<file path="config.mk">
export PLATFORM = sky130hd
export DESIGN_NAME = nib_port_target
export DESIGN_NICKNAME = d
export VERILOG_FILES = /design/src/rtl/npt_pkg.sv /design/src/rtl/npt_decode.sv /design/src/rtl/npt_regbank.sv /design/src/rtl/npt_bufmem.sv /design/src/rtl/nib_port_target.sv
export SDC_FILE = /design/constraint.sdc
export NUM_CORES = 1
export LEC_CHECK = 0
export BUFFER_PORTS_ARGS = -buffer_cell sky130_fd_sc_hd__buf_2
export CAP_MARGIN = 5
export CORE_AREA = 4 4 169 171
export CTS_BUF_LIST = sky130_fd_sc_hd__clkbuf_16
export DETAILED_ROUTE_END_ITERATION = 10
export DIE_AREA = 0 0 173 175
export HOLD_SLACK_MARGIN = 0.1
export PLACE_DENSITY = 0.74
export SETUP_SLACK_MARGIN = 0.02
export SYNTH_ARGS = -nofsm -noshare
export SYNTH_HDL_FRONTEND = slang
export SYNTH_HIERARCHICAL = 1
export SYNTH_SLANG_ARGS = --single-unit
</file>
<file path="constraint.sdc">
create_clock -name clk -period 17.55 [get_ports clk]
set_clock_uncertainty 0.1 [all_clocks]
set_input_delay 4.3875 -clock clk [delete_from_list [all_inputs] [get_ports clk]]
set_output_delay 4.3875 -clock clk [all_outputs]
set_load 0.05 [all_outputs]
</file>
<file path="src/rtl/npt_pkg.sv">
package npt_pkg;
  localparam int BYTE_W = 8;
  localparam int NIB_W  = 4;
  localparam int RAW    = 4;

  typedef enum logic [1:0] {
    ST_IDLE = 2'd0,
    ST_WR   = 2'd1,
    ST_RD   = 2'd2
  } npt_state_e;

  typedef enum logic [2:0] {
    OP_NONE  = 3'd0,
    OP_END   = 3'd1,
    OP_WADDR = 3'd2,
    OP_RADDR = 3'd3,
    OP_DATA  = 3'd4
  } npt_op_e;
endpackage

</file>
<file path="src/rtl/npt_decode.sv">
module npt_decode
  import npt_pkg::*;
(
  input  logic [BYTE_W-1:0] byte_i,
  output npt_op_e           op_o,
  output logic [RAW-1:0]    reg_o,
  output logic              hi_o,
  output logic [NIB_W-1:0]  nib_o
);
  always_comb begin
    unique case (byte_i[7:5])
      3'b111:         op_o = OP_END;
      3'b010:         op_o = OP_WADDR;
      3'b110:         op_o = OP_RADDR;
      3'b000, 3'b001: op_o = OP_DATA;
      default:        op_o = OP_NONE;
    endcase
  end

  assign reg_o = byte_i[RAW-1:0];
  assign nib_o = byte_i[NIB_W-1:0];
  assign hi_o  = byte_i[4];
endmodule

</file>
<file path="src/rtl/npt_regbank.sv">
module npt_regbank
  import npt_pkg::*;
#(
  parameter int NREG = 14
) (
  input  logic              clk,
  input  logic              rst_n,
  input  logic [RAW-1:0]    wsel_i,
  input  logic              we_lo_i,
  input  logic              we_hi_i,
  input  logic [NIB_W-1:0]  nib_i,
  input  logic [RAW-1:0]    rsel_i,
  output logic [BYTE_W-1:0] rdata_o
);
  logic [BYTE_W-1:0] rd_arr [NREG];

  for (genvar g = 0; g < NREG; g++) begin : g_reg
    logic [BYTE_W-1:0] q;
    logic [BYTE_W-1:0] d;
    logic              en;

    assign en = (wsel_i == RAW'(g)) && (we_lo_i || we_hi_i);

    always_comb begin
      d = q;
      if (we_lo_i) d[NIB_W-1:0]      = nib_i;
      if (we_hi_i) d[BYTE_W-1:NIB_W] = nib_i;
    end

    always_ff @(posedge clk or negedge rst_n) begin
      if (!rst_n)  q <= '0;
      else if (en) q <= d;
    end

    assign rd_arr[g] = q;
  end

  always_comb begin
    rdata_o = '0;
    for (int i = 0; i < NREG; i++)
      if (rsel_i == RAW'(i)) rdata_o = rd_arr[i];
  end
endmodule

</file>
<file path="src/rtl/npt_bufmem.sv">
module npt_bufmem
  import npt_pkg::*;
#(
  parameter int DEPTH = 16
) (
  input  logic                     clk,
  input  logic                     rst_n,
  input  logic                     wr_i,
  input  logic [BYTE_W-1:0]        wdata_i,
  input  logic                     adv_i,
  output logic [BYTE_W-1:0]        rdata_o,
  output logic [$clog2(DEPTH)-1:0] ptr_o
);
  localparam int PW = $clog2(DEPTH);

  logic [BYTE_W-1:0] mem_q [DEPTH];
  logic [PW-1:0]     ptr_q;
  logic [PW-1:0]     ptr_d;
  logic              ptr_en;

  assign ptr_en = wr_i || adv_i;

  always_comb begin
    ptr_d = ptr_q;
    if (ptr_en) ptr_d = (ptr_q == PW'(DEPTH - 1)) ? '0 : ptr_q + 1'b1;
  end

  always_ff @(posedge clk or negedge rst_n) begin
    if (!rst_n) begin
      ptr_q <= '0;
      for (int i = 0; i < DEPTH; i++) mem_q[i] <= '0;
    end else begin
      if (ptr_en) ptr_q <= ptr_d;
      if (wr_i)   mem_q[ptr_q] <= wdata_i;
    end
  end

  assign rdata_o = mem_q[ptr_q];
  assign ptr_o   = ptr_q;
endmodule

</file>
<file path="src/rtl/nib_port_target.sv">
module nib_port_target
  import npt_pkg::*;
#(
  parameter int NREG  = 14,
  parameter int DEPTH = 16
) (
  input  logic              clk,
  input  logic              rst_n,
  input  logic [BYTE_W-1:0] hd_i,
  input  logic              alt_rd_i,
  input  logic              alt_lo_i,
  output logic [BYTE_W-1:0] st_o
);
  localparam logic [RAW-1:0] BUF_IDX = RAW'(NREG);
  localparam int             PW      = $clog2(DEPTH);

  logic [1:0] rst_sync_q;
  logic       rst_sn;

  always_ff @(posedge clk or negedge rst_n) begin
    if (!rst_n) rst_sync_q <= 2'b00;
    else        rst_sync_q <= {rst_sync_q[0], 1'b1};
  end
  assign rst_sn = rst_sync_q[1];

  npt_state_e        state_q, state_d;
  logic [BYTE_W-1:0] last_q;
  logic [RAW-1:0]    tgt_q, tgt_d, src_q, src_d;
  logic              rdhi_q, rdhi_d;
  logic [NIB_W-1:0]  stage_q, stage_d;
  logic              alt_q, alo_q;

  npt_op_e          op;
  logic [RAW-1:0]   dreg;
  logic             dhi;
  logic [NIB_W-1:0] dnib;
  logic             ev;
  logic             we_lo, we_hi, buf_we;
  logic             sel_cur, sel_nxt, bh_cur, bh_nxt, adv;
  logic [BYTE_W-1:0] bank_rd, buf_rd, src_byte;
  logic [NIB_W-1:0]  nib_out;
  logic [PW-1:0]     buf_ptr;

  npt_decode u_dec (
    .byte_i (hd_i),
    .op_o   (op),
    .reg_o  (dreg),
    .hi_o   (dhi),
    .nib_o  (dnib)
  );

  assign ev = (hd_i != last_q);

  always_comb begin
    state_d = state_q;
    tgt_d   = tgt_q;
    src_d   = src_q;
    rdhi_d  = rdhi_q;
    stage_d = stage_q;
    we_lo   = 1'b0;
    we_hi   = 1'b0;
    buf_we  = 1'b0;
    if (ev) begin
      unique case (op)
        OP_END:   state_d = ST_IDLE;
        OP_WADDR: begin state_d = ST_WR; tgt_d = dreg; end
        OP_RADDR: begin state_d = ST_RD; src_d = dreg; rdhi_d = dhi; end
        OP_DATA: begin
          if (state_q == ST_WR) begin
            if (tgt_q == BUF_IDX) begin
              if (dhi) buf_we  = 1'b1;
              else     stage_d = dnib;
            end else if (dhi) begin
              we_hi = 1'b1;
            end else begin
              we_lo = 1'b1;
            end
          end else if (state_q == ST_RD) begin
            rdhi_d = dhi;
          end
        end
        default: ;
      endcase
    end
  end

  assign sel_cur = alt_q    ? ~alo_q    : rdhi_q;
  assign sel_nxt = alt_rd_i ? ~alt_lo_i : rdhi_d;
  assign bh_cur  = (state_q == ST_RD) && (src_q == BUF_IDX) && sel_cur;
  assign bh_nxt  = (state_d == ST_RD) && (src_d == BUF_IDX) && sel_nxt;
  assign adv     = bh_cur && !bh_nxt;

  always_ff @(posedge clk or negedge rst_sn) begin
    if (!rst_sn) begin
      state_q <= ST_IDLE;
      last_q  <= 8'hE0;
      tgt_q   <= '0;
      src_q   <= '0;
      rdhi_q  <= 1'b0;
      stage_q <= '0;
      alt_q   <= 1'b0;
      alo_q   <= 1'b0;
    end else begin
      if (ev) begin
        last_q  <= hd_i;
        state_q <= state_d;
        tgt_q   <= tgt_d;
        src_q   <= src_d;
        rdhi_q  <= rdhi_d;
        stage_q <= stage_d;
      end
      alt_q <= alt_rd_i;
      alo_q <= alt_lo_i;
    end
  end

  npt_regbank #(.NREG(NREG)) u_bank (
    .clk     (clk),
    .rst_n   (rst_sn),
    .wsel_i  (tgt_q),
    .we_lo_i (we_lo),
    .we_hi_i (we_hi),
    .nib_i   (dnib),
    .rsel_i  (src_q),
    .rdata_o (bank_rd)
  );

  npt_bufmem #(.DEPTH(DEPTH)) u_buf (
    .clk     (clk),
    .rst_n   (rst_sn),
    .wr_i    (buf_we),
    .wdata_i ({dnib, stage_q}),
    .adv_i   (adv),
    .rdata_o (buf_rd),
    .ptr_o   (buf_ptr)
  );

  assign src_byte = (src_q == BUF_IDX) ? buf_rd : bank_rd;
  assign nib_out  = sel_cur ? src_byte[BYTE_W-1:NIB_W] : src_byte[NIB_W-1:0];
  assign st_o     = (state_q == ST_RD) ? {1'b0, nib_out, 3'b000} : '0;
endmodule

</file>
# ---- Word-level counts from Yosys, hierarchy flattened
# Index checks and enable logic that the tools add are counted.
# Widths: inputs -> output; s select.
dict set report word_totals {
  output_inout_bits 8
  inputBits 12
  word_cells 209
  ff_bits 271
}
dict set report classes {
  n_mux 49
  n_reduce_logical 57
  magnitude_cmp 2
  bitwise 4
  n_addsub 1
  n_eq_ne 42
}
# cell n
set op_table {}
lappend op_table {{$mux 8} 18}
lappend op_table {{$bwmux 128} 1}
lappend op_table {{$eq 4x4->1 const B} 16}
lappend op_table {{$reduce_and 2->1} 29}
lappend op_table {{$bmux 8 s4} 1}
lappend op_table {{$demux 8 s4} 1}
lappend op_table {{$eq 4x3->1 const B} 8}
lappend op_table {{$logic_and 1x1->1} 20}
lappend op_table {{$mux 1} 19}
lappend op_table {{$eq 4x2->1 const B} 4}
lappend op_table {{$mux 4} 4}
lappend op_table {{$pmux 3 s4} 1}
lappend op_table {{$eq 3x2->1 const B} 3}
lappend op_table {{$eq 3x3->1 const B} 3}
lappend op_table {{$eq 4x1->1 const B} 2}
lappend op_table {{$logic_not 4->1} 2}
lappend op_table {{$ne 8x8->1} 1}
lappend op_table {{$mux 7} 1}
lappend op_table {{$eq 3x1->1 const B} 2}
lappend op_table {{$pmux 2 s3} 1}
lappend op_table {{$ge 5x5->1 const B} 1}
lappend op_table {{$lt 5x1->1 const B} 1}
lappend op_table {{$not 4->5} 1}
lappend op_table {{$reduce_and 5->1} 1}
lappend op_table {{10 further kinds} 14}

# ---- Depth between registers and ports, before layout
# Gate-level depths: netlist of run 1.
dict set report depth {
  depth_word 18
  mapped_depth 12
  mapped_depth_nobuf 10
}

# ---- Hierarchy
# The synthesis of run 1 kept the hierarchy.
# mod seq_area_each_um2 instances area_each_um2 cells_per_inst
set modules_own_cells {}
lappend modules_own_cells {npt_bufmem 3303.2 1 6199.7 382}
lappend modules_own_cells {npt_regbank 2802.7 1 5723.0 496}
lappend modules_own_cells {nib_port_target 679.4 1 1363.8 113}
lappend modules_own_cells {npt_decode 0.0 1 91.3 12}

# ---- Worst setup path after synthesis of run 1
# No wires, ideal clock.
dict set report synth_timing {
  path_type {input to register}
  from {in hd_i[1]}
  to {reg u_bank.g_reg[3].q[4]}
  arrival_ns 6.837
  t_required_ns 17.325
  setup_slack_ns 10.488
  path_buffers 2
  cell_stages 11
  setup_time_ns 0.125
  cell_sequence {xor2_1 > nor4_1 > and2_1 > buf_6 > or4b_4 > or2_2 > nor2_1 > nor3b_1 > and3_1 > buf_2 > mux2_2}
}
dict set report synth_via {
  elab_chain_len 5
  elab_cells_between_ends 6
  cone_classes {eq/ne: 1; mux: 2; reduce/logical: 3}
}
# element line
set synth_lines {}
lappend synth_lines {{from (decl)} nib_port_target.sv:9} ;# input logic [BYTE_W-1:0] hd_i,
lappend synth_lines {{$ne 8x8->1 (*)} nib_port_target.sv:52} ;# assign ev = (hd_i != last_q);
lappend synth_lines {{$mux 1 (*)} nib_port_target.sv:63} ;# if (ev) begin
lappend synth_lines {{via we_hi} nib_port_target.sv:38} ;# logic we_lo, we_hi, buf_we;
lappend synth_lines {{$logic_or 1x1->1} npt_regbank.sv:22} ;# assign en = (wsel_i == RAW'(g)) && (we_lo_i || we_hi_i);
lappend synth_lines {{$logic_and 1x1->1} npt_regbank.sv:22}
lappend synth_lines {{$reduce_and 2->1 (no line) (*)} --}
lappend synth_lines {{to (signal assigned)} npt_regbank.sv:31} ;# if (!rst_n) q <= '0;
lappend synth_lines {{to (signal assigned)} npt_regbank.sv:32} ;# else if (en) q <= d;
lappend synth_lines {{to (decl)} npt_regbank.sv:18} ;# logic [BYTE_W-1:0] q;
# The timed path passes the listed nets; every way through them passes the cells marked *.
# A chain may end at the register's enable or synchronous reset.

# ---- Final worst setup path of run 1
dict set report layout_timing {
  from {reg src_q[3]}
  to {out st_o[5]}
}
dict set report layout_via {
  elab_chain_len 18
  elab_cells_between_ends 32
  cone_classes {eq/ne: 14; mux: 17; reduce/logical: 1}
}
# element line
set layout_lines {}
lappend layout_lines {{from (decl)} nib_port_target.sv:28} ;# logic [RAW-1:0] tgt_q, tgt_d, src_q, src_d;
lappend layout_lines {{from (signal assigned)} nib_port_target.sv:108} ;# src_q <= src_d;
lappend layout_lines {{$logic_not 4->1} npt_regbank.sv:41} ;# if (rsel_i == RAW'(i)) rdata_o = rd_arr[i];
lappend layout_lines {{$mux 8 (13 in series)} npt_regbank.sv:41}
lappend layout_lines {{$mux 8 (*)} npt_regbank.sv:41}
lappend layout_lines {{via bank_rd[2]} nib_port_target.sv:40} ;# logic [BYTE_W-1:0] bank_rd, buf_rd, src_byte;
lappend layout_lines {{$mux 8 (*)} nib_port_target.sv:138} ;# assign src_byte = (src_q == BUF_IDX) ? buf_rd : bank_rd;
lappend layout_lines {{$mux 4 (*)} nib_port_target.sv:139} ;# assign nib_out = sel_cur ? src_byte[BYTE_W-1:NIB_W] : src_byte[NIB_W-1:0];
lappend layout_lines {{$mux 7 (*)} nib_port_target.sv:140} ;# assign st_o = (state_q == ST_RD) ? {1'b0, nib_out, 3'b000} : '0;
lappend layout_lines {{to (decl)} nib_port_target.sv:12} ;# output logic [BYTE_W-1:0] st_o
# Marks and branches as above.

==> out/results.tsv, run 1 <==
stage	metric	value	unit
global_routing	vias in the first global route	8270	
synth	cell area after synthesis	13400	um2
synth	FFs w/ async S/R, synth	100	%
timing	Setup TNS Final	0	ns
pwr	overall power	1.48	mW
detailed_routing	routed len/inst	21.9	um
layout	Final #Nets	984	
timing	RSZ-0062 raised after global routing	false	
global_routing	GR Overflow Total	0	
synth	Synth Area in Compound Gates	5.91	%
layout	Antenna diodes	0	
cts	post-CTS setup buffer count	0	
synth	top cell type's share of synthesized area	50.1	%
die	# rows	60	
cts	total CTS buffers	28	
critical_path	crit path capture type	output port	
cts	CTS tree	yes	
synth	count of cell types in the netlist	62	
cts	post-CTS resize count	0	
timing	# setup viols final	0	
synth	EDFF count, synth	0	
detailed_routing	DRT Wirelength	29000	um
cts	Clock Sinks	271	
layout	FF+latch area	6790	um2
layout	multi-input logic area	5990	um2
placed_design	placed cell area	13400	um2
timing	Final period util	48.4	%
critical_path	RR Startpoint	state_q[1]$_DFFE_PN0N_	
cts	Root Driver	clkbuf_16	
critical_path	Crit Path Class	reg -> out	
detailed_routing	DRT antenna net count	0	
die	I/O pin cnt	20	
synth	Synth Flop Type	dfrtp_1	
synth	cells taking the most area after synthesis	dfrtp_1, mux2_2, mux4_1	
die	chip width	173	um
critical_path	CP cell instances	nor2b_1, o311ai_0, and4b_1, o221ai_1, a21oi_1, mux4_2, and2_1, buf_2	
timing	Highest Clock Rate	0.118	GHz
timing	Fin. Hold Viols	0	
critical_path	CP Max Fanout	24	
critical_path	WP data required	13.06	ns
detailed_routing	Starting DRT DRC Count	756	
placed_design	IO buf count	15	
global_routing	Total GRT Usage	19.0	%
global_routing	global-route wire length before repair	46900	um
synth	largest family of logic cells by synthesized area	multiplexers	
synth	FF+latch count, synth	271	
synth	Syn Inst Count	1003	
synth	Simple-Gate Fraction of Synth Area	7.81	%
synth	Synth warnings	6	
die	Starting Density	49.8	%
worst_hold_path	worst hold start	rst_sync_q[0]$_DFF_PN0_	
timing	Max Slew Vio Count	0	
cts	CTS Hold Bufs	0	
critical_path	Setup crit start kind	flop	
placed_design	worst slack, placed	9.47	ns
synth	post-synthesis mux area share	30.0	%
global_routing	largest net degree at the start of global routing	81	
critical_path	CP Buf/Inv Count	1	
pwr	Pleak	6.86	nW
synth	syn_area_per_cell	13.3	um2
layout	Area Overhead vs Synth	6.11	%
flow_run	Max-Cap Viols	0	
die	core area	26900	um2
critical_path	slowest CP cell	nor2b_1	
die	die extent in y	175	um
detailed_routing	via count	8158	
synth	cell with the most instances after synthesis	dfrtp_1	
detailed_routing	DRC	0	
layout	share of layout cells above drive strength 1	35.8	%
synth	Synth Area in Adders	0.374	%
cts	clock latency on the worst-skew pair	0.53	ns
detailed_routing	vias per cell	6.15	
timing	Slew HR	32.3	%
synth	Seq/Total Area, Yosys	50.7	%
critical_path	CP startpoint	src_q[3]$_DFFE_PN0N_	
critical_path	CP max stage delay	0.91	ns
die	Die Area	30300	um2
cts	Reg clk slew, reported paths	0.06	ns
pwr	worst IR drop on VDD	0.000119	V
cts	htree depth	1	
critical_path	WP data arrival	4.01	ns
pwr	P per Cell Area	105	nW/um2
synth	Synth top cells by count	dfrtp_1, mux2_2, nor2_1	
placed_design	dpl hpwl	18400	um
global_routing	initial antenna violation count	0	
run_status	status	complete, no violations	
timing	worst slew pin tran	1.02	ns
cts	clock buffer depth	3	
timing	crit path time final	8.50	ns
placed_design	Routability Congestion	0.847	
layout	Final Instance Area	14200	um2
synth	Yosys top cell by area	dfrtp_1	
layout	Filler cells	2278	
timing	fin worst setup slack	9.05	ns
critical_path	delay-heaviest family, CP	simple AND/OR/NAND/NOR gates	
detailed_routing	TritonRoute pass-1 iters	5	
synth	Synth Area in XOR/XNOR	0.589	%
worst_hold_path	Hold Crit Class	reg -> reg	
-- layout by cell type, fill, tap and decap left out, drive strengths merged, types with 3 or more instances in the layout --
cell and count:
dfrtp 268, mux2 256, nor2 39, nand2 38, mux4 36, o21ai 33
clkbuf 29, nand3 26, buf 25, a21oi 23, mux2i 21, inv 20
a22oi 19, nor2b 18, nor3 9, xor2 8, o221ai 8, clkinv 8
and2 7, nand2b 7, o311ai 7, o22ai 6, and3 6, a311oi 5
conb 5, nand3b 4, and4b 4, a2bb2oi 4, a31oi 4, nand4 4
ha 4, o21a 3, dfstp 3, nand4bb 3, or4 3, o32ai 3
-- power breakdown --
part           internal [mW]  total [mW]  switching, mW
Combinational          0.106       0.255          0.149
Sequential             0.660       0.707         0.0472
Clock                  0.293       0.522          0.229
-- routing by layer --
metal / up-vias / track usage (%) / part of all wire, %
met5: - / 0 / 0
met3: 56 / 2.51 / 5.1
met4: 0 / 6.05 / 3.0
met2: 254 / 29.0 / 45
met1: 4248 / 28.4 / 47
li1: 3600 / - / -
-- flip-flops by register name, indices dropped and copies added (netlist names) --
name / count
u_buf/mem_q: 128
u_bank/g.q: 112
last_q: 8
src_q: 4
stage_q: 4
tgt_q: 4
u_buf/ptr_o: 4
rst_sync_q: 2
state_q: 2
alo_q: 1
alt_q: 1
rdhi_q: 1
-- logic make-up (layout without fill, tap and decap cells) --
kind of cell	Yosys count	in the layout
buf+inv	103	82
xor+xnor	9	9
compound gates	121	121
mux	313	313
flops	271	271
simple gates	180	180
fa+ha+maj	4	4
other cells	2	5
-- final timing paths --
check / to / slack, ns / depth (start not counted)
max: st_o[5] / 9.05 / 8
min: rst_sync_q[1]$_DFF_PN0_ / 0.25 / 0
max reg2reg: u_buf/ptr_o[0]$_DFFE_PN0P_ / 14.06 / 9
min reg2reg: rst_sync_q[1]$_DFF_PN0_ / 0.25 / 0
max in group asynchronous: rst_sync_q[1]$_DFF_PN0_ / 13.71 / 1
min in group asynchronous: last_q[1]$_DFFE_PN0N_ / 0.27 / 0
-- cell type report --
cell class | count | share of cell area (%)
Inverter | 10 | 0.264
Clock inverter | 18 | 0.502
Sequential cell | 271 | 47.8
Tap cell | 341 | 3.01
Multi-Input combinational cell | 632 | 42.2
Clock buffer | 29 | 5.11
Timing Repair Buffer | 25 | 1.06
-- per-stage QoR --
| stage | hold slack [ns] | utilization, % | cells |
|---|---|---|---|
| after global routing | 0.267 | 52.8 | 1326 |
| final | 0.252 | 52.8 | 1326 |
| after detailed placement | 0.240 | 49.9 | 1279 |
| after global placement | 0.240 | 49.9 | 1279 |
| after CTS | 0.257 | 52.8 | 1326 |
| after floorplan | 0.231 | - | 1006 |
(Power assumes the default switching activity.)
==> run 2, diff against run 1 <==
- ABC_AREA: unset -> 1
- PLACE_DENSITY: 0.74 -> 0.77
- clock period: 17.55 -> 7.7 ns (I/O delays scaled with it)
==> out/results.tsv, run 2 <==
stage	metric	value	unit
timing	Highest Clock Rate	0.189	GHz
critical_path	RR Startpoint	last_q[5]$_DFFE_PN1N_	
detailed_routing	routed len/inst	15.4	um
layout	Filler cells	2493	
synth	syn_area_per_cell	7.65	um2
flow_run	Max-Cap Viols	0	
critical_path	crit path capture type	output port	
placed_design	dpl hpwl	20600	um
synth	Synth top cells by count	nand2_1, dfrtp_1, o21ai_0	
global_routing	largest net degree at the start of global routing	80	
cts	post-CTS resize count	0	
die	core area	26900	um2
cts	Clock Sinks	271	
pwr	Pleak	6.93	nW
cts	Root Driver	clkbuf_16	
placed_design	IO buf count	15	
die	I/O pin cnt	20	
detailed_routing	vias per cell	5.31	
cts	clock buffer depth	3	
cts	clock latency on the worst-skew pair	0.56	ns
critical_path	CP startpoint	u_buf/ptr_o[1]$_DFFE_PN0P_	
detailed_routing	Starting DRT DRC Count	1111	
critical_path	Reg2Reg Depth	16	
cts	CTS Hold Bufs	0	
timing	# setup viols final	0	
synth	Synth Flop Type	dfrtp_1	
synth	EDFF count, synth	0	
detailed_routing	DRC	0	
synth	cells taking the most area after synthesis	dfrtp_1, nand2_1, o21ai_0	
worst_hold_path	Hold Crit Class	reg -> reg	
critical_path	FF-to-FF End	u_bank/g_reg[10].q[2]$_DFFE_PN0P_	
layout	Biggest register	u_buf/mem_q	
critical_path	R2R Setup Slk	4.50	ns
die	die extent in y	175	um
synth	Yosys top cell by area	dfrtp_1	
synth	Seq/Total Area, Yosys	50.7	%
global_routing	GR Overflow Total	0	
synth	Syn Inst Count	1751	
timing	Slew HR	16.2	%
detailed_routing	DRT Wirelength	32100	um
synth	top cell type's share of synthesized area	50.1	%
pwr	worst IR drop on VDD	0.000220	V
layout	commonest non-fill, non-tap cell in the layout	nand2_1	
die	# rows	60	
detailed_routing	DRT antenna net count	0	
pwr	P per Cell Area	253	nW/um2
detailed_routing	via count	11100	
global_routing	initial antenna violation count	0	
layout	most frequent cells in the layout	nand2_1, dfrtp_1, o21ai_0	
cts	post-CTS setup buffer count	0	
critical_path	Setup crit end	st_o[6]	
detailed_routing	TritonRoute pass-1 iters	7	
cts	total CTS buffers	29	
layout	Regs by FF count	u_buf/mem_q: 128 flops, u_bank/g.q: 112 flops, last_q: 8 flops	
cts	CTS tree	yes	
placed_design	Routability Congestion	0.816	
die	Die Area	30300	um2
critical_path	Setup crit start kind	flop	
critical_path	CP Max Fanout	35	
timing	crit path time final	5.30	ns
synth	Synth warnings	6	
layout	max FFs per register	128	
timing	RSZ-0062 raised after global routing	false	
critical_path	WP data arrival	3.27	ns
critical_path	WP data required	5.68	ns
timing	worst slew pin tran	1.25	ns
die	Starting Density	49.8	%
timing	Fin. Hold Viols	0	
timing	Max Slew Vio Count	0	
synth	FF+latch count, synth	271	
global_routing	Total GRT Usage	21.2	%
global_routing	global-route wire length before repair	53700	um
synth	count of cell types in the netlist	39	
timing	Setup TNS Final	0	ns
layout	Final #Nets	1742	
layout	share of layout cells above drive strength 1	6.88	%
layout	Area Overhead vs Synth	7.72	%
synth	FFs w/ async S/R, synth	100	%
global_routing	vias in the first global route	10700	
die	chip width	173	um
timing	final hold slack	0.254	ns
cts	Reg clk slew, reported paths	0.06	ns
synth	cell area after synthesis	13400	um2
layout	Layout Utilization	53.7	%
synth	cell with the most instances after synthesis	nand2_1	
critical_path	Crit Path Class	reg -> out	
timing	Final period util	68.8	%
cts	htree depth	1	
layout	Antenna diodes	0	
run_status	status	complete, no violations	
## run 2: power breakdown
part	switching, mW	internal [mW]	leakage, nW
registers	0.0499	1.46	3.55
clock network	0.559	0.747	0.458
logic	0.610	0.231	2.91
## run 2: kinds of logic after synthesis
family,count (synthesis),share of synthesized area (%)
simple gates,874,27.8
buf+inv,310,9.57
compound gates,278,10.5
flops,271,50.7
xor+xnor,6,0.392
mux,6,0.617
fa+ha+maj,4,0.374
other cells,2,0.0561
## run 2: how the worst min path moves through the flow
stage                             from                      end  slack, ns  cells past startpoint
3_5_place_dp   rst_sync_q[0]$_DFF_PN0_  rst_sync_q[1]$_DFF_PN0_       0.24                      0
3_3_place_gp   rst_sync_q[0]$_DFF_PN0_  rst_sync_q[1]$_DFF_PN0_       0.24                      0
6_report       rst_sync_q[0]$_DFF_PN0_  rst_sync_q[1]$_DFF_PN0_       0.25                      0
5_1_grt        rst_sync_q[0]$_DFF_PN0_  rst_sync_q[1]$_DFF_PN0_       0.26                      0
2_1_floorplan  rst_sync_q[0]$_DFF_PN0_  rst_sync_q[1]$_DFF_PN0_       0.23                      0
4_1_cts        rst_sync_q[0]$_DFF_PN0_  rst_sync_q[1]$_DFF_PN0_       0.26                      0
## run 2: worst max-delay path: stages (launching register included)
cell and delay [ns]:
dfrtp_1 0.36, clkinv_1 0.97, nand3_1 0.41, nand2_1 0.09
nand2_1 0.10, nand2_1 0.06, inv_1 0.07, nand2_1 0.07
o21ai_1 0.12, o21bai_1 0.13, a21oi_1 0.10, buf_2 0.23
## run 2: layout make-up
type	instances	area, um2	area share, %
clock buffer	29	726	5.03
clock inverter	21	159	1.10
inverter	229	860	5.96
multi-input combinational	1173	5340	37.0
sequential	271	6790	47.1
tap	341	427	2.96
timing repair buffer	22	128	0.885
## run 2: per-layer routing
metal / up-vias / share of wire, % / wire length (um) / global-route usage [%]
li1: 5419 / - / - / -
met1: 5245 / 44 / 14000 / 28.2
met5: - / 0 / 0 / 0
met4: 0 / 3.0 / 954 / 7.42
met3: 67 / 5.7 / 1830 / 2.47
met2: 351 / 48 / 15300 / 36.1
## run 2: stage by stage
step / area, um2 / instances / setup slack [ns] / power (mW)
finish: 14400 / 2086 / 2.40 / 3.65
CTS: 14400 / 2086 / 2.38 / 3.67
global placement: 13500 / 2036 / 2.97 / 2.35
detailed placement: 13500 / 2036 / 2.96 / 2.36
floorplan: 13400 / 1754 / 3.16 / 2.15
global route: 14400 / 2086 / 2.10 / 3.84
==> run 3, diff against run 2 <==
- PLACE_DENSITY: 0.77 -> 0.74
- clock period: 7.7 -> 4.9 ns (I/O delays scaled with it)
==> out/results.tsv, run 3 (synthesis results as in run 2) <==
stage	metric	value	unit
run_status	status	complete, no violations	
die	Die Area	30300	um2
critical_path	WP data required	3.58	ns
worst_hold_path	WHS Path Cells	0	
layout	Filler cells	2507	
pwr	worst IR drop on VDD	0.000369	V
detailed_routing	DRC	0	
critical_path	most used cell, CP	nor2_1	
critical_path	Setup crit start kind	flop	
die	core area	26900	um2
critical_path	delay-heaviest family, CP	simple AND/OR/NAND/NOR gates	
layout	Biggest register	u_buf/mem_q	
die	die extent in y	175	um
detailed_routing	via count	11000	
die	chip width	173	um
critical_path	R2R Setup Slk	1.78	ns
timing	Setup TNS Final	0	ns
worst_hold_path	Hold Crit Class	reg -> reg	
timing	Fin. Hold Viols	0	
timing	RSZ-0062 raised after global routing	false	
timing	# setup viols final	0	
detailed_routing	DRT Wirelength	32000	um
global_routing	global-route wire length before repair	53300	um
layout	Antenna diodes	0	
cts	post-CTS setup buffer count	0	
layout	Final Instance Area	14500	um2
layout	share of layout cells above drive strength 1	7.08	%
pwr	internal power	3.77	mW
detailed_routing	routed len/inst	15.3	um
critical_path	WP data arrival	3.16	ns
cts	htree depth	1	
critical_path	RR Startpoint	last_q[5]$_DFFE_PN1N_	
pwr	Reg power frac	41.5	%
placed_design	Routability Congestion	0.892	
pwr	Clock power frac	35.0	%
cts	CTS tree	yes	
detailed_routing	Starting DRT DRC Count	1057	
timing	worst slew pin tran	1.08	ns
worst_hold_path	worst hold start	rst_sync_q[0]$_DFF_PN0_	
layout	Area Overhead vs Synth	7.94	%
placed_design	placed cell area	13600	um2
die	Starting Density	49.8	%
detailed_routing	DRT antenna net count	0	
timing	crit path time final	4.49	ns
layout	Final #Nets	1745	
timing	Slew HR	28.0	%
placed_design	dpl hpwl	20400	um
detailed_routing	vias per cell	5.24	
pwr	Pleak	6.93	nW
layout	Layout Utilization	53.8	%
pwr	P per Cell Area	393	nW/um2
cts	Clock Sinks	271	
placed_design	IO buf count	15	
critical_path	crit path capture type	output port	
timing	Max Slew Vio Count	0	
global_routing	largest net degree at the start of global routing	197	
worst_hold_path	Worst Hold Path EP	rst_sync_q[1]$_DFF_PN0_	
cts	Reg clk slew, reported paths	0.06	ns
critical_path	Crit Path Class	reg -> out	
critical_path	slowest CP cell	dfrtp_1	
critical_path	FF-to-FF End	u_bank/g_reg[10].q[6]$_DFFE_PN0P_	
timing	Final period util	91.6	%
layout	most frequent cells in the layout	nand2_1, dfrtp_1, o21ai_0	
cts	clock latency on the worst-skew pair	0.56	ns
critical_path	CP Max Fanout	9	
cts	total CTS buffers	30	
flow_run	Max-Cap Viols	0	
layout	max FFs per register	128	
detailed_routing	TritonRoute pass-1 iters	8	
layout	commonest non-fill, non-tap cell in the layout	nand2_1	
pwr	Net Sw Frac	33.6	%
timing	fin worst setup slack	0.412	ns
pwr	Sw Pwr	1.91	mW
pwr	Gate power share	23.5	%
critical_path	Reg2Reg Depth	16	
layout	Regs by FF count	u_buf/mem_q: 128 flops, u_bank/g.q: 112 flops, last_q: 8 flops	
critical_path	CP cell instances	nor2_4, inv_2, nor2_1, nand2_1, nand4_1, nand2_1, nand4_1, nor2_1, nand4_1, nor2_1, nor2_1, o21ai_1, a21oi_1, buf_2	
die	# rows	60	
die	I/O pin cnt	20	
global_routing	initial antenna violation count	0	
critical_path	CP max stage delay	0.50	ns
global_routing	vias in the first global route	10400	
placed_design	worst slack, placed	0.794	ns
timing	Highest Clock Rate	0.223	GHz
cts	Root Driver	clkbuf_16	
global_routing	GR Overflow Total	0	
critical_path	CP Buf/Inv Count	2	
global_routing	Total GRT Usage	21.1	%
cts	clock buffer depth	3	
-- run 3: power by group through the flow --
stage	clock network, mW	registers (mW)	logic [mW]
2_1_floorplan	0	2.41	0.973
3_3_place_gp	0	2.39	1.31
3_5_place_dp	0	2.39	1.33
4_1_cts	2.04	2.35	1.34
5_1_grt	2.14	2.36	1.50
6_report	1.99	2.36	1.33
-- run 3: worst max path at each step --
stage / startpoint / end / slack (ns) / cells past startpoint
floorplan: rst_sync_q[1]$_DFF_PN0_ / alo_q$_DFF_PN0_ / 0.36 / 0
global placement: hd_i[6] / u_bank/g_reg[10].q[1]$_DFFE_PN0P_ / 0.92 / 14
detailed placement: hd_i[6] / u_bank/g_reg[6].q[4]$_DFFE_PN0P_ / 0.79 / 14
CTS: src_q[3]$_DFFE_PN0N_ / st_o[4] / 0.36 / 14
global route: src_q[0]$_DFFE_PN0N_ / st_o[3] / 0.10 / 14
finish: src_q[0]$_DFFE_PN0N_ / st_o[3] / 0.41 / 14
-- run 3: metrics by stage --
stage | power (mW) | hold WS [ns] | cells
after global placement | 3.71 | 0.238 | 2038
after global routing | 6.00 | 0.256 | 2092
final | 5.68 | 0.249 | 2092
after CTS | 5.73 | 0.255 | 2092
after detailed placement | 3.72 | 0.242 | 2038
after floorplan | 3.38 | 0.231 | 1754
-- run 3: timing repair --
| item | 4_1_cts | 5_1_grt |
|---|---|---|
| setup endpoints to repair | 0 | 1 |
| gates resized for setup | 0 | 1 |
| hold buffers | 0 | 0 |
-- run 3: layer usage --
| metal | wire length, um | part of all wire [%] | GRT usage, % |
|---|---|---|---|
| met5 | 0 | 0 | 0 |
| met4 | 798 | 2.5 | 5.92 |
| met3 | 1670 | 5.2 | 2.49 |
| met2 | 15300 | 48 | 35.9 |
| met1 | 14200 | 44 | 28.8 |
-- run 3: area by class of cell --
type	instances	area [um2]	area share [%]
Clock buffer	30	751	5.19
Clock inverter	24	119	0.822
Inverter	229	860	5.95
Multi-Input combinational cell	1173	5340	37.0
Sequential cell	271	6790	47.0
Tap cell	341	427	2.95
Timing Repair Buffer	24	168	1.16
-- run 3: worst register-to-register path: cells and delay by family, from the launching register on --
kind / cells / cell delay, ns
flops: 1 / 0.52
simple gates: 12 / 1.92
compound gates: 1 / 0.08
buf+inv: 3 / 0.34
